[src/rtl/irq_word_pkg.sv]
package irq_word_pkg;
  localparam int WORD_W   = 32;
  localparam int STAT_OFS = 16;
  typedef logic [WORD_W-1:0] word_t;
endpackage

[src/rtl/irq_rst_sync.sv]
module irq_rst_sync #(
  parameter int STAGES = 2
) (
  input  logic clk,
  input  logic rst_n,
  output logic rst_n_s
);
  logic [STAGES-1:0] sync_q;
  logic [STAGES-1:0] sync_d;

  always_comb begin
    sync_d = {sync_q[STAGES-2:0], 1'b1};
  end

  always_ff @(posedge clk or negedge rst_n) begin
    if (!rst_n) sync_q <= '0;
    else        sync_q <= sync_d;
  end

  assign rst_n_s = sync_q[STAGES-1];
endmodule

[src/rtl/irq_src_edge.sv]
module irq_src_edge #(
  parameter int NUM_SRC = 7
) (
  input  logic               clk,
  input  logic               rst_n,
  input  logic [NUM_SRC-1:0] src_i,
  output logic [NUM_SRC-1:0] rise_o
);
  logic [NUM_SRC-1:0] prev_q;

  always_ff @(posedge clk or negedge rst_n) begin
    if (!rst_n) prev_q <= '0;
    else        prev_q <= src_i;
  end

  assign rise_o = src_i & ~prev_q;
endmodule

[src/rtl/irq_slot.sv]
module irq_slot (
  input  logic clk,
  input  logic rst_n,
  input  logic rise_i,
  input  logic wr_i,
  input  logic wen_i,
  input  logic wclr_i,
  output logic en_o,
  output logic st_o
);
  logic en_q, en_d, en_ce;
  logic st_q, st_d, st_ce;

  always_comb begin
    en_ce = wr_i;
    en_d  = wen_i;
    st_ce = rise_i | (wr_i & wclr_i);
    st_d  = rise_i;
  end

  always_ff @(posedge clk or negedge rst_n) begin
    if (!rst_n)     en_q <= 1'b0;
    else if (en_ce) en_q <= en_d;
  end

  always_ff @(posedge clk or negedge rst_n) begin
    if (!rst_n)     st_q <= 1'b0;
    else if (st_ce) st_q <= st_d;
  end

  assign en_o = en_q;
  assign st_o = st_q;


  set_wins_chk: assert property (@(posedge clk) disable iff (!rst_n)
    rise_i |=> st_o);

  clr_chk: assert property (@(posedge clk) disable iff (!rst_n)
    (wr_i && wclr_i && !rise_i) |=> !st_o);

  en_load_chk: assert property (@(posedge clk) disable iff (!rst_n)
    wr_i |=> (en_o == $past(wen_i)));

  st_hold_chk: assert property (@(posedge clk) disable iff (!rst_n)
    (!rise_i && !(wr_i && wclr_i)) |=> $stable(st_o));
endmodule

[src/rtl/irq_word_ctrl.sv]
module irq_word_ctrl
  import irq_word_pkg::*;
#(
  parameter int                ADDR_W    = 16,
  parameter logic [ADDR_W-1:0] REG_ADDR  = 16'h0018,
  parameter int                FIRST_BIT = 0,
  parameter int                NUM_SRC   = 7
) (
  input  logic               clk,
  input  logic               rst_n,
  input  logic [NUM_SRC-1:0] src_i,
  input  logic               bus_sel,
  input  logic               bus_wr,
  input  logic [ADDR_W-1:0]  bus_addr,
  input  logic [WORD_W-1:0]  bus_wdata,
  output logic [WORD_W-1:0]  bus_rdata,
  output logic               irq_o
);
  localparam int STAT_BASE = FIRST_BIT + STAT_OFS;

  logic               rst_s;
  logic [NUM_SRC-1:0] rise;
  logic [NUM_SRC-1:0] en;
  logic [NUM_SRC-1:0] st;
  logic               hit, wr_hit, rd_acc, any_rise;
  word_t              word;
  word_t              rd_q, rd_d;
  logic               rd_ce;
  logic               unused_wdata;

  irq_rst_sync #(.STAGES(2)) u_rst (
    .clk(clk), .rst_n(rst_n), .rst_n_s(rst_s)
  );

  irq_src_edge #(.NUM_SRC(NUM_SRC)) u_edge (
    .clk(clk), .rst_n(rst_s), .src_i(src_i), .rise_o(rise)
  );

  always_comb begin
    hit      = bus_sel & (bus_addr == REG_ADDR);
    wr_hit   = hit & bus_wr;
    rd_acc   = bus_sel & ~bus_wr;
    any_rise = |rise;
  end

  for (genvar i = 0; i < NUM_SRC; i++) begin : g_slot
    irq_slot u_slot (
      .clk    (clk),
      .rst_n  (rst_s),
      .rise_i (rise[i]),
      .wr_i   (wr_hit),
      .wen_i  (bus_wdata[FIRST_BIT+i]),
      .wclr_i (bus_wdata[STAT_BASE+i]),
      .en_o   (en[i]),
      .st_o   (st[i])
    );
  end

  always_comb begin
    word = '0;
    for (int i = 0; i < NUM_SRC; i++) begin
      word[FIRST_BIT+i] = en[i];
      word[STAT_BASE+i] = st[i];
    end
  end

  always_comb begin
    rd_ce = rd_acc;
    rd_d  = hit ? word : '0;
  end

  always_ff @(posedge clk or negedge rst_s) begin
    if (!rst_s)     rd_q <= '0;
    else if (rd_ce) rd_q <= rd_d;
  end

  assign bus_rdata    = rd_q;
  assign irq_o        = |(en & st);
  assign unused_wdata = ^bus_wdata;


  miss_stable_chk: assert property (@(posedge clk) disable iff (!rst_s)
    (bus_sel && (bus_addr != REG_ADDR) && !any_rise) |=> $stable(word));

  read_stable_chk: assert property (@(posedge clk) disable iff (!rst_s)
    (bus_sel && !bus_wr && !any_rise) |=> $stable(word));

  read_data_chk: assert property (@(posedge clk) disable iff (!rst_s)
    (bus_sel && !bus_wr && (bus_addr == REG_ADDR)) |=> (bus_rdata == $past(word)));
endmodule

[config.mk]
export PLATFORM = sky130hd
export DESIGN_NAME = irq_word_ctrl
export DESIGN_NICKNAME = d
export VERILOG_FILES = /design/src/rtl/irq_word_pkg.sv /design/src/rtl/irq_rst_sync.sv /design/src/rtl/irq_src_edge.sv /design/src/rtl/irq_slot.sv /design/src/rtl/irq_word_ctrl.sv
export SDC_FILE = /design/constraint.sdc
export NUM_CORES = 1
export LEC_CHECK = 0
export BUFFER_PORTS_ARGS = -buffer_cell sky130_fd_sc_hd__buf_2
export CORE_MARGIN = 2
export CORE_UTILIZATION = 43
export DETAILED_ROUTE_END_ITERATION = 12
export PLACE_DENSITY = 0.8
export SETUP_SLACK_MARGIN = 0.05
export SLEW_MARGIN = 30
export SYNTH_ARGS = -nofsm -noshare
export SYNTH_HDL_FRONTEND = slang
export SYNTH_SLANG_ARGS = --single-unit
[constraint.sdc]
create_clock -name clk -period 1.55 [get_ports clk]
set_input_delay 0.0775 -clock clk [delete_from_list [all_inputs] [get_ports clk]]
set_output_delay 0.0775 -clock clk [all_outputs]
set_load 0.03 [all_outputs]
Word-level counts from Yosys, hierarchy flattened
Cells that the tools add are included.

storage, ports and cells
  flip-flop bits (word level) = 55
  bits of input ports = 59
  output and inout port bits = 33
  word-level logic and storage cells = 41

cells by class
  eq/ne operators = 1
  muxes and demuxes = 1
  bitwise gates (word level) = 21
  reduce and logical (&&, ||, !) cells = 1

operators by type and width
  cell                 count
  $mux 23              1
  $eq 16x5->1 const B  1
  $and 7x7->7          2
  $and 1x1->1          10
  $not 7->7            1
  $or 1x1->1           7
  $reduce_or 7->1      1
  $not 1->1            1

Logic depth before layout (Yosys ltp)
Gate-level depths: netlist (run 1).

  depth after elaboration = 5
  gate-level depth with buffers = 7

Cells and area by module
From an unflattened synthesis (run 1), not the netlist that was laid out.

unflattened totals
  cell total of the unflattened synthesis = 145
  area, all modules = 1714.1 µm²

by module, submodules not included
  module         instances  cells each  area an instance (µm²)  seq. area each (µm²)
  irq_word_ctrl  1          93          854.6                   350.3
  irq_slot       7          5           76.3                    50.0
  irq_src_edge   1          14          271.5                   175.2
  irq_rst_sync   1          3           53.8                    50.0

Worst setup path after synthesis (run 1)
No wires, ideal clock.

  path kind = in2reg
  from = input bus_addr[9]
  to = register rd_q[16], in the netlist bus_rdata[16]
  library setup time = 0.066 ns
  data arrival time = 1.336 ns
  slack = 0.148 ns
  cell stages on the path = 6
  path buffers = 2
  path through = or4_4 -> nor2_8 -> and4b_1 -> buf_6 -> buf_8 -> a22o_1

between the ends
  cells in the longest elaborated chain, start to end = 3

RTL lines
  what                  RTL line             source
  start, declared       irq_word_ctrl.sv:14  input logic [ADDR_W-1:0] bus_addr,
  $eq 16x5->1           irq_word_ctrl.sv:40  hit = bus_sel & (bus_addr == REG_ADDR);
  $and 1x1->1           irq_word_ctrl.sv:40
  $mux 23               irq_word_ctrl.sv:69  rd_d = hit ? word : '0;
  end signal, assigned  irq_word_ctrl.sv:74  else if (rd_ce) rd_q <= rd_d;
  end, declared         irq_word_ctrl.sv:27  word_t rd_q, rd_d;

No other way between the ends.
A chain may end at the register's enable or synchronous reset.

Worst setup path in the final report (run 1)
  from = register g_slot[3].u_slot.st_q
  to = output irq_o

between the ends
  cells in the longest elaborated chain, start to end = 2

RTL lines
  what                    RTL line             source
  start, declared         irq_slot.sv:12       logic st_q, st_d, st_ce;
  start signal, assigned  irq_slot.sv:28       else if (st_ce) st_q <= st_d;
  $and 7x7->7             irq_word_ctrl.sv:78  assign irq_o = |(en & st);
  $reduce_or 7->1         irq_word_ctrl.sv:78
  end, declared           irq_word_ctrl.sv:17  output logic irq_o

No other way between the ends.

==> results of run 1 <==
## critical path: cells and delay by family (launching register included)
family	cells	cell delay, ns
AOI/OAI and AO/OA	1	0.36
buffers and inverters	1	0.19
and+or+nand+nor	1	0.12
DFF	1	0.40
## Yosys cell counts, drive strengths merged
cell type	instances	area share [%]
clkbuf	1	0.24
nor2	3	1.8
and4b	1	0.64
nand2b	1	0.40
a222oi	1	0.64
a22oi	2	0.95
nand4	7	2.8
nor4bb	1	0.64
dfrtp	37	59
and4	1	0.56
buf	22	11
inv	7	1.7
a22o	21	12
or4	2	1.4
conb	2	0.48
mux2	7	5.0
nand3	2	0.95
## logic make-up (layout without fill, tap and decap cells)
family / count (synthesis) / after routing
other: 2 / 19
DFF: 37 / 37
AOI/OAI and AO/OA: 24 / 24
buffers and inverters: 30 / 90
and+or+nand+nor: 18 / 18
muxes: 7 / 7
## path summary, 6_finish.rpt
kind	end	slack (ns)	cells after the start
setup / recovery	irq_o	0.06	3
max in group asynchronous	bus_rdata[16]	0.97	1
hold / removal	g_slot[2].u_slot.st_o	0.04	3
setup reg to reg	bus_rdata[19]	0.71	2
hold reg to reg	bus_rdata[1]	0.27	1
min in group asynchronous	u_rst.sync_q[0]	0.05	2
## report_power, final
group / leakage, µW / switching (µW) / internal, µW
clock: 0.0000265 / 294 / 181
sequential: 0.000460 / 3.39 / 976
combinational: 0.000627 / 112 / 68.3
## placed cells by master (no fill, tap or decap), drive strengths merged
cell,instances
a222oi,1
a22o,21
a22oi,2
and4,1
and4b,1
buf,60
clkbuf,8
conb,19
dfrtp,37
dlygate4sd3,15
inv,7
mux2,7
nand2b,1
nand3,2
nand4,7
nor2,3
nor4bb,1
or4,2
## what timing repair did
action,in CTS,in global routing
gates cloned,0,0
buffers inserted,1,0
endpoints found under the hold margin,23,0
hold buffers,15,0
pin swaps,1,1
gates resized for setup,1,0
endpoints found under the setup margin,1,1
## layer usage
metal,vias to the layer above,global-route usage (%),routed length (µm)
li1,546,-,-
met1,566,21.44,1373
met2,65,30.73,1583
met3,7,3.993,256
met4,0,8.777,74
met5,-,0,0
## flip-flops by register name, indices dropped and copies added, names as in the netlist
name                count
bus_rdata              14
g_slot.u_slot.st_o      7
u_rst.sync_q            2
u_edge.prev_q           7
g_slot.u_slot.en_o      7
## final cells by class
| cell class | instances | area share, % |
|---|---|---|
| multi-input combinational | 68 | 24.66 |
| clock buffer | 8 | 2.393 |
| inverter | 7 | 1.288 |
| sequential | 37 | 45.40 |
| timing repair buffer | 75 | 23.44 |
| tap | 46 | 2.822 |
## per-stage QoR
step           setup TNS, ns  hold slack, ns  util [%]  setup slack (ns)
2_1_floorplan              0         -0.2181         -            0.1480
3_3_place_gp               0         -0.1379     53.59           0.01699
3_5_place_dp               0         -0.1359     53.59           0.01532
4_1_cts                    0         0.03823     59.71           0.05022
5_1_grt             -0.01598         0.06186     59.71          -0.01598
6_report                   0         0.03777     59.71           0.06179
==> impl_metrics.toml, run 1 <==
[finish]
multiInputGateArea_um2 = 503.0
postLayoutCellArea_um2 = 2039
antenna_cells = 0
fillCellCount = 285
layout.cells.non_filler = 241
syn_to_final_growth_pct = 29.67
regArea_um2 = 925.9
drive_gt1_share_pct = 38.97
fin_nets = 253

[job]
max-cap-violations = 0

[die]
die_h_um = 64.48
start_util_pct = 46.04
rows = 21
dieWidth_um = 64.48
core_um2 = 3416
io_pins = 92
dieArea_um2 = 4157

[critical_path]
path_cells = "a222oi_1 -> nand3_1 -> buf_4"
worstSetupPathType = "register to output pin"
cp_data_arrival_time_ns = 1.41
crit_path_start_kind = "register"
critical_path.slowest_cell = "dfrtp_1"
cp.required_ns = 1.47
reg2reg_from = "g_slot[3].u_slot.st_o"
cp-startpoint = "g_slot[3].u_slot.st_o"
crit_path_end_kind = "output pin"
max_stage_delay_ns = 0.40
cp_max_fo = 2

[cts]
cts_tree = "built"
cts_buffer_depth = 2
clock_latency_ns = 0.34
htreeDepth = 2
cts_root_buffer = "clkbuf_4"
clkTransAtPathRegs_ns = 0.10
cts_num_sinks = 37
cts_buffers = 5

[sta]
slew-limit-headroom_pct = 65.40
finalSetupViolCount = 0
fin_crit_sh_pct = 96.01
max_freq_mhz = 671.9
rsz0062_at_grt = "true"
worstMarginPinSlew_ns = 0.5190
finalHoldViolations = 0
slew_violations = 0
post-route-min-period_ns = 1.488
fin_worst_skew_ns = 0.004718

[global_route]
grt_max_degree = 36
grt_pass1_vias = 1228
grt_overflow = 0
grt_pass1_wl_mm = 5.526
grt_util_all_layers_pct = 17.97
antenna_found_initial = 0

[detailed_routing]
first_pass_iters = 4
drc = 0
ant_nets = 0
detail_route.wl_per_cell_um = 13.64
drt_iter0_drc = 61
drt-total-wl_mm = 3.287
via_per_inst = 4.913
vias = 1184

[placement]
io_buffers = 55
dp_cells = 217
placed_area_um2 = 1831
place_congestion = 0.8257
hpwl_mm = 2.471

[logic_synthesis]
muxShareOfSynthArea_pct = 5.012
synthCells = 118
ys_seq_area_share_pct = 58.87
ys_types = 22
syn_area_um2 = 1573
avgSynthCellArea_um2 = 13.33
yosys.area_share.simple_pct = 9.149
yosys_warnings = 0
synth_top_family_by_area = "compound AO/OA/AOI/OAI gates"
synth-xor-area-share_pct = 0
ys_seq_elements = 37
synthAdderAreaFrac_pct = 0
synth-compound-area-share_pct = 13.29

[power_and_ir_drop]
power_density_nw_per_um2 = 801.4
leakage_uw = 0.001113
total_power_uw = 1635
vdd_drop_max_mv = 0.3074

[hold_path]
min_path_type = "primary input to register"
hold_start = "bus_wdata[18]"

[status]
status = "complete, no violations"
Note: power is estimated with default switching activity, not from simulation.
==> run 2: changes to the inputs <==
--- a/config.mk
+++ b/config.mk
@@ -7,9 +7,9 @@
 export LEC_CHECK = 0
 export BUFFER_PORTS_ARGS = -buffer_cell sky130_fd_sc_hd__buf_2
 export CORE_MARGIN = 2
-export CORE_UTILIZATION = 43
+export CORE_UTILIZATION = 33
 export DETAILED_ROUTE_END_ITERATION = 12
-export PLACE_DENSITY = 0.8
+export PLACE_DENSITY = 0.64
 export SETUP_SLACK_MARGIN = 0.05
 export SLEW_MARGIN = 30
 export SYNTH_ARGS = -nofsm -noshare
==> constraint.sdc (replaced) <==
create_clock -name clk -period 1.6 [get_ports clk]
set_input_delay 0.08 -clock clk [delete_from_list [all_inputs] [get_ports clk]]
set_output_delay 0.08 -clock clk [all_outputs]
set_load 0.03 [all_outputs]
==> run 2 against run 1 <==
  * Global-route usage fell by 5.3 points
  * Cell area fell by 0.92%
  * Largest cell class unchanged
  * Non-clock buffer count fell by 7
  * Largest power group unchanged
  * Clock power rose by 36%
  * Flip-flop and latch count did not move
  * Combinational power fell by 10%
  * Power rose by 7.5%
  * Setup slack improved by 0.035 ns
  * Utilization fell by 16 points
==> impl_metrics.toml, run 2 (synthesized netlist as in run 1, its figures left out) <==
[status]
status = "complete, no violations"

[global_route]
grt_max_degree = 36
grt_pass1_vias = 1077
grt_overflow = 0
grt_pass1_wl_mm = 5.092
grt_util_all_layers_pct = 12.69
antenna_found_initial = 0

[detailed_routing]
drc = 0
vias = 1136
drt-total-wl_mm = 3.182
drt_iter0_drc = 50
ant_nets = 0
detail_route.wl_per_cell_um = 13.20
first_pass_iters = 5
via_per_inst = 4.714

[power_and_ir_drop]
seq_power_share_pct = 54.0
leakage_uw = 0.001103
intPower_uw = 1343
p_sw_share_pct = 23.55
power_frac_clock_pct = 36.7
p_switching_uw = 413.7
power_density_nw_per_um2 = 869.4
vdd_drop_max_mv = 0.3199
comb_power_share_pct = 9.2

[die]
start_util_pct = 33.74
rows = 25
core_um2 = 4661
die_h_um = 73.04
dieWidth_um = 73.04
dieArea_um2 = 5334
io_pins = 92

[critical_path]
cp_max_fo = 3
cp.required_ns = 1.52
crit_path_start_kind = "register"
crit_path_end_kind = "output pin"
cp-startpoint = "g_slot[3].u_slot.st_o"
worstSetupPathType = "register to output pin"
reg2reg_from = "g_slot[3].u_slot.st_o"
r2r_cells = 2
rrSetupSlack_ns = 0.77
cp_data_arrival_time_ns = 1.42
r2r_end = "g_slot[3].u_slot.st_o"

[placement]
io_buffers = 55
hpwl_mm = 2.398
dp_cells = 225
place_congestion = 0.7149
placed_area_um2 = 1841

[finish]
fin_nets = 246
antenna_cells = 0
fillCellCount = 448
multiInputGateArea_um2 = 503.0
postLayoutCellArea_um2 = 2021
syn_to_final_growth_pct = 28.48
final_common_cell = "buf_2"
layout.cells.non_filler = 241
largest_reg_flops = 14
final_cell_mix = "buf_2 (54), dfrtp_1 (37), a22o_1 (21), conb_1 (19), dlygate4sd3_1 (8)"
regArea_um2 = 925.9
drive_gt1_share_pct = 41.18

[cts]
clock_latency_ns = 0.28
cts_root_buffer = "clkbuf_8"
cts_buffer_depth = 2
cts_buffers = 5
cts_num_sinks = 37
htreeDepth = 2
clkTransAtPathRegs_ns = 0.07
cts_tree = "built"

[sta]
fin_worst_skew_ns = 0.003230
worstMarginPinSlew_ns = 0.5515
post-route-min-period_ns = 1.503
fin_crit_sh_pct = 93.96
finalHoldViolations = 0
setup_tns_ns = 0
finalSetupViolCount = 0
slew_violations = 0
max_freq_mhz = 665.2
rsz0062_at_grt = "true"
slew-limit-headroom_pct = 63.23

[hold_path]
min_path_type = "primary input to register"
hold_path_end = "g_slot[4].u_slot.en_o"
hold_start = "bus_wdata[4]"
holdPathStages = 2

[job]
max-cap-violations = 0
run 2: cell types whose count changed in the layout (fill, tap and decap cells not counted), sizes merged:
| cell | before | now |
|---|---|---|
| clkbuf | 8 | 7 |
| dlygate4sd3 | 15 | 8 |
run 2: per-layer routing:
| metal | up-vias | track usage [%] | share of wire (%) |
|---|---|---|---|
| li1 | 525 | - | - |
| met1 | 540 | 16.52 | 46 |
| met2 | 65 | 19.22 | 43 |
| met3 | 6 | 4.144 | 9.0 |
| met4 | 0 | 5.556 | 1.9 |
| met5 | - | 0 | 0 |
run 2: per-stage QoR:
step                util, %  hold WS [ns]  total power (µW)  setup slack, ns
floorplan                 -       -0.2156              1088           0.1955
global placement      39.49       -0.1334              1114          0.04183
detailed placement    39.49       -0.1324              1117          0.03442
CTS                   43.06       0.02825              1773          0.08531
global route          43.36       0.02519              1828          0.04915
finish                43.36       0.03165              1757          0.09659
run 2: how the worst max path moves through the flow:
stage                                  endpoint  slack [ns]
final                                     irq_o         0.1
after global routing                      irq_o        0.05
after CTS                                 irq_o        0.09
after detailed placement  g_slot[4].u_slot.en_o        0.03
after global placement    g_slot[6].u_slot.en_o        0.04
after floorplan                   bus_rdata[16]        0.20
run 2: repair_timing:
item | in CTS | in global routing
hold endpoints to repair | 9 | 0
endpoints found under the setup margin | 0 | 1
buffers inserted | 0 | 1
gates resized for setup | 0 | 3
hold buffers | 8 | 0
run 2: worst max-delay path, stage by stage, from the launching register on:
cell      delay, ns
dfrtp_1        0.40
a222oi_1       0.39
nand3_1        0.18
buf_6          0.17
run 2: power by group through the flow:
stage	logic, µW	clock network [µW]	registers, µW
floorplan	109	0	979
global placement	148	0	967
detailed placement	149	0	967
CTS	164	660	949
global route	180	698	950
finish	162	645	949
run 2: final cells by class:
cell class | count | area share, %
multi-input combinational | 68 | 24.89
inverter | 7 | 1.300
sequential | 37 | 45.82
tap | 54 | 3.344
timing repair buffer | 68 | 20.37
clock buffer | 7 | 4.272
==> run 3: changes to the inputs <==
==> constraint.sdc (replaced) <==
create_clock -name clk -period 1.9 [get_ports clk]
set_input_delay 0.095 -clock clk [delete_from_list [all_inputs] [get_ports clk]]
set_output_delay 0.095 -clock clk [all_outputs]
set_load 0.03 [all_outputs]
==> run 3 against run 2 <==
  * Register-to-register slack improved by 0.36 ns
  * Power down 18%
  * Clock skew grew 0.0015 ns
  * Combinational power fell by 16%
==> impl_metrics.toml, run 3 (synthesized netlist as in run 1, its figures left out) <==
[placement]
io_buffers = 55
place_congestion = 0.6863
hpwl_mm = 2.315
dp_slack_ns = 0.2756

[critical_path]
worstSetupPathType = "register to output pin"
cp_data_arrival_time_ns = 1.38
crit_buf_inv = 1
path_cells = "a222oi_1 -> nand3_1 -> buf_2"
crit_family = "flip-flops"
critical_path.slowest_cell = "dfrtp_1"
crit_path_start_kind = "register"
cp.required_ns = 1.80
cp_max_fo = 3
max_stage_delay_ns = 0.39
crit_path_end_kind = "output pin"

[power_and_ir_drop]
leakage_uw = 0.001085
vdd_drop_max_mv = 0.2736
power_density_nw_per_um2 = 728.3

[global_route]
gr-usage-met1_pct = 16.17
grt_max_degree = 36
use_met3_pct = 4.420
antenna_found_initial = 0
grt_overflow = 0
grt_pass1_vias = 1021
grt.busiest_layer = "met2"
grt_util_all_layers_pct = 12.25
grt_pass1_wl_mm = 4.802
met2_usage_pct = 18.22

[hold_path]
min_path_type = "primary input to register"

[sta]
slew-limit-headroom_pct = 61.00
rsz0062_at_grt = "false"
slew_violations = 0
setup_tns_ns = 0
fin_crit_sh_pct = 77.49
post-route-min-period_ns = 1.472
finalSetupViolCount = 0
finalHoldViolations = 0
worstMarginPinSlew_ns = 0.5849
fin_worst_skew_ns = 0.004765
fin_ws_ns = 0.4277
max_freq_mhz = 679.2

[finish]
final_cell_mix = "buf_2 (55), dfrtp_1 (37), a22o_1 (21), conb_1 (19), dlygate4sd3_1 (8)"
largest_reg_flops = 14
antenna_cells = 0
syn_to_final_growth_pct = 25.93
final_util_pct = 42.50
fin_nets = 244
final_common_cell = "buf_2"
drive_gt1_share_pct = 39.78

[cts]
cts_root_buffer = "clkbuf_8"
clkTransAtPathRegs_ns = 0.07
cts_buffer_depth = 2
clock_latency_ns = 0.28
cts_buffers = 5
cts_num_sinks = 37
htreeDepth = 2
cts_tree = "built"

[detailed_routing]
drt_iter0_drc = 33
drt-total-wl_mm = 3.045
detail_route.wl_per_cell_um = 12.69
vias = 1089
ant_nets = 0
via_per_inst = 4.538
drc = 0
first_pass_iters = 4

[die]
core_um2 = 4661
io_pins = 92
rows = 25
die_h_um = 73.04
dieArea_um2 = 5334
start_util_pct = 33.74
dieWidth_um = 73.04

[status]
status = "complete, no violations"

[job]
max-cap-violations = 0
[run 3: cell types whose count changed in the layout (fill, tap and decap cells not counted)]
cell / delta
clkbuf_1: +2
buf_2: +1
clkbuf_8: -1
buf_6: -1
buf_12: -1
buf_4: -1
[run 3: metrics by stage]
| step | cells | cell area (µm²) | hold WS, ns | power, µW |
|---|---|---|---|---|
| 2_1_floorplan | 135 | 1637 | -0.2006 | 916.4 |
| 3_3_place_gp | 224 | 1821 | -0.1189 | 938.1 |
| 3_5_place_dp | 224 | 1821 | -0.1188 | 939.3 |
| 4_1_cts | 240 | 1981 | 0.04582 | 1461 |
| 5_1_grt | 240 | 1981 | 0.04445 | 1511 |
| 6_report | 240 | 1981 | 0.04861 | 1443 |
[run 3: path summary, 6_finish.rpt]
check	start	to	slack, ns	cells after the start
worst min register to register	u_rst.sync_q[1]	g_slot[1].u_slot.st_o	0.27	1
worst max register to register	g_slot[0].u_slot.en_o	g_slot[0].u_slot.en_o	1.13	1
worst max-delay path	g_slot[3].u_slot.en_o	irq_o	0.43	3
worst min-delay path	bus_wdata[1]	g_slot[1].u_slot.en_o	0.05	2
max in group asynchronous	u_rst.sync_q[1]	bus_rdata[19]	1.31	1
min in group asynchronous	rst_n	u_rst.sync_q[1]	0.11	2
[run 3: cell type report]
type | count | area (µm²)
inverter | 7 | 26.28
timing repair buffer | 66 | 377.9
sequential | 37 | 925.9
clock buffer | 8 | 80.08
fill | 446 | 2680
multi-input combinational | 68 | 503.0
tap | 54 | 67.56
[run 3: routing by layer]
layer  up-vias  part of all wire [%]  wire length, µm
li1        527                     -                -
met1       494                    46             1411
met2        64                    42             1294
met3         4                   9.8              298
met4         0                   1.3               40
met5         -                     0                0
[run 3: timing repair]
item / CTS / global route
resized for setup: 0 / 0
hold buffers: 8 / 0
endpoints found under the hold margin: 9 / 0
setup buffers: 0 / 0
[run 3: power by group]
part | internal [µW] | switching, µW
registers | 797 | 2.28
logic | 46.2 | 89.4
clock network | 260 | 247
total | 1100 | 339
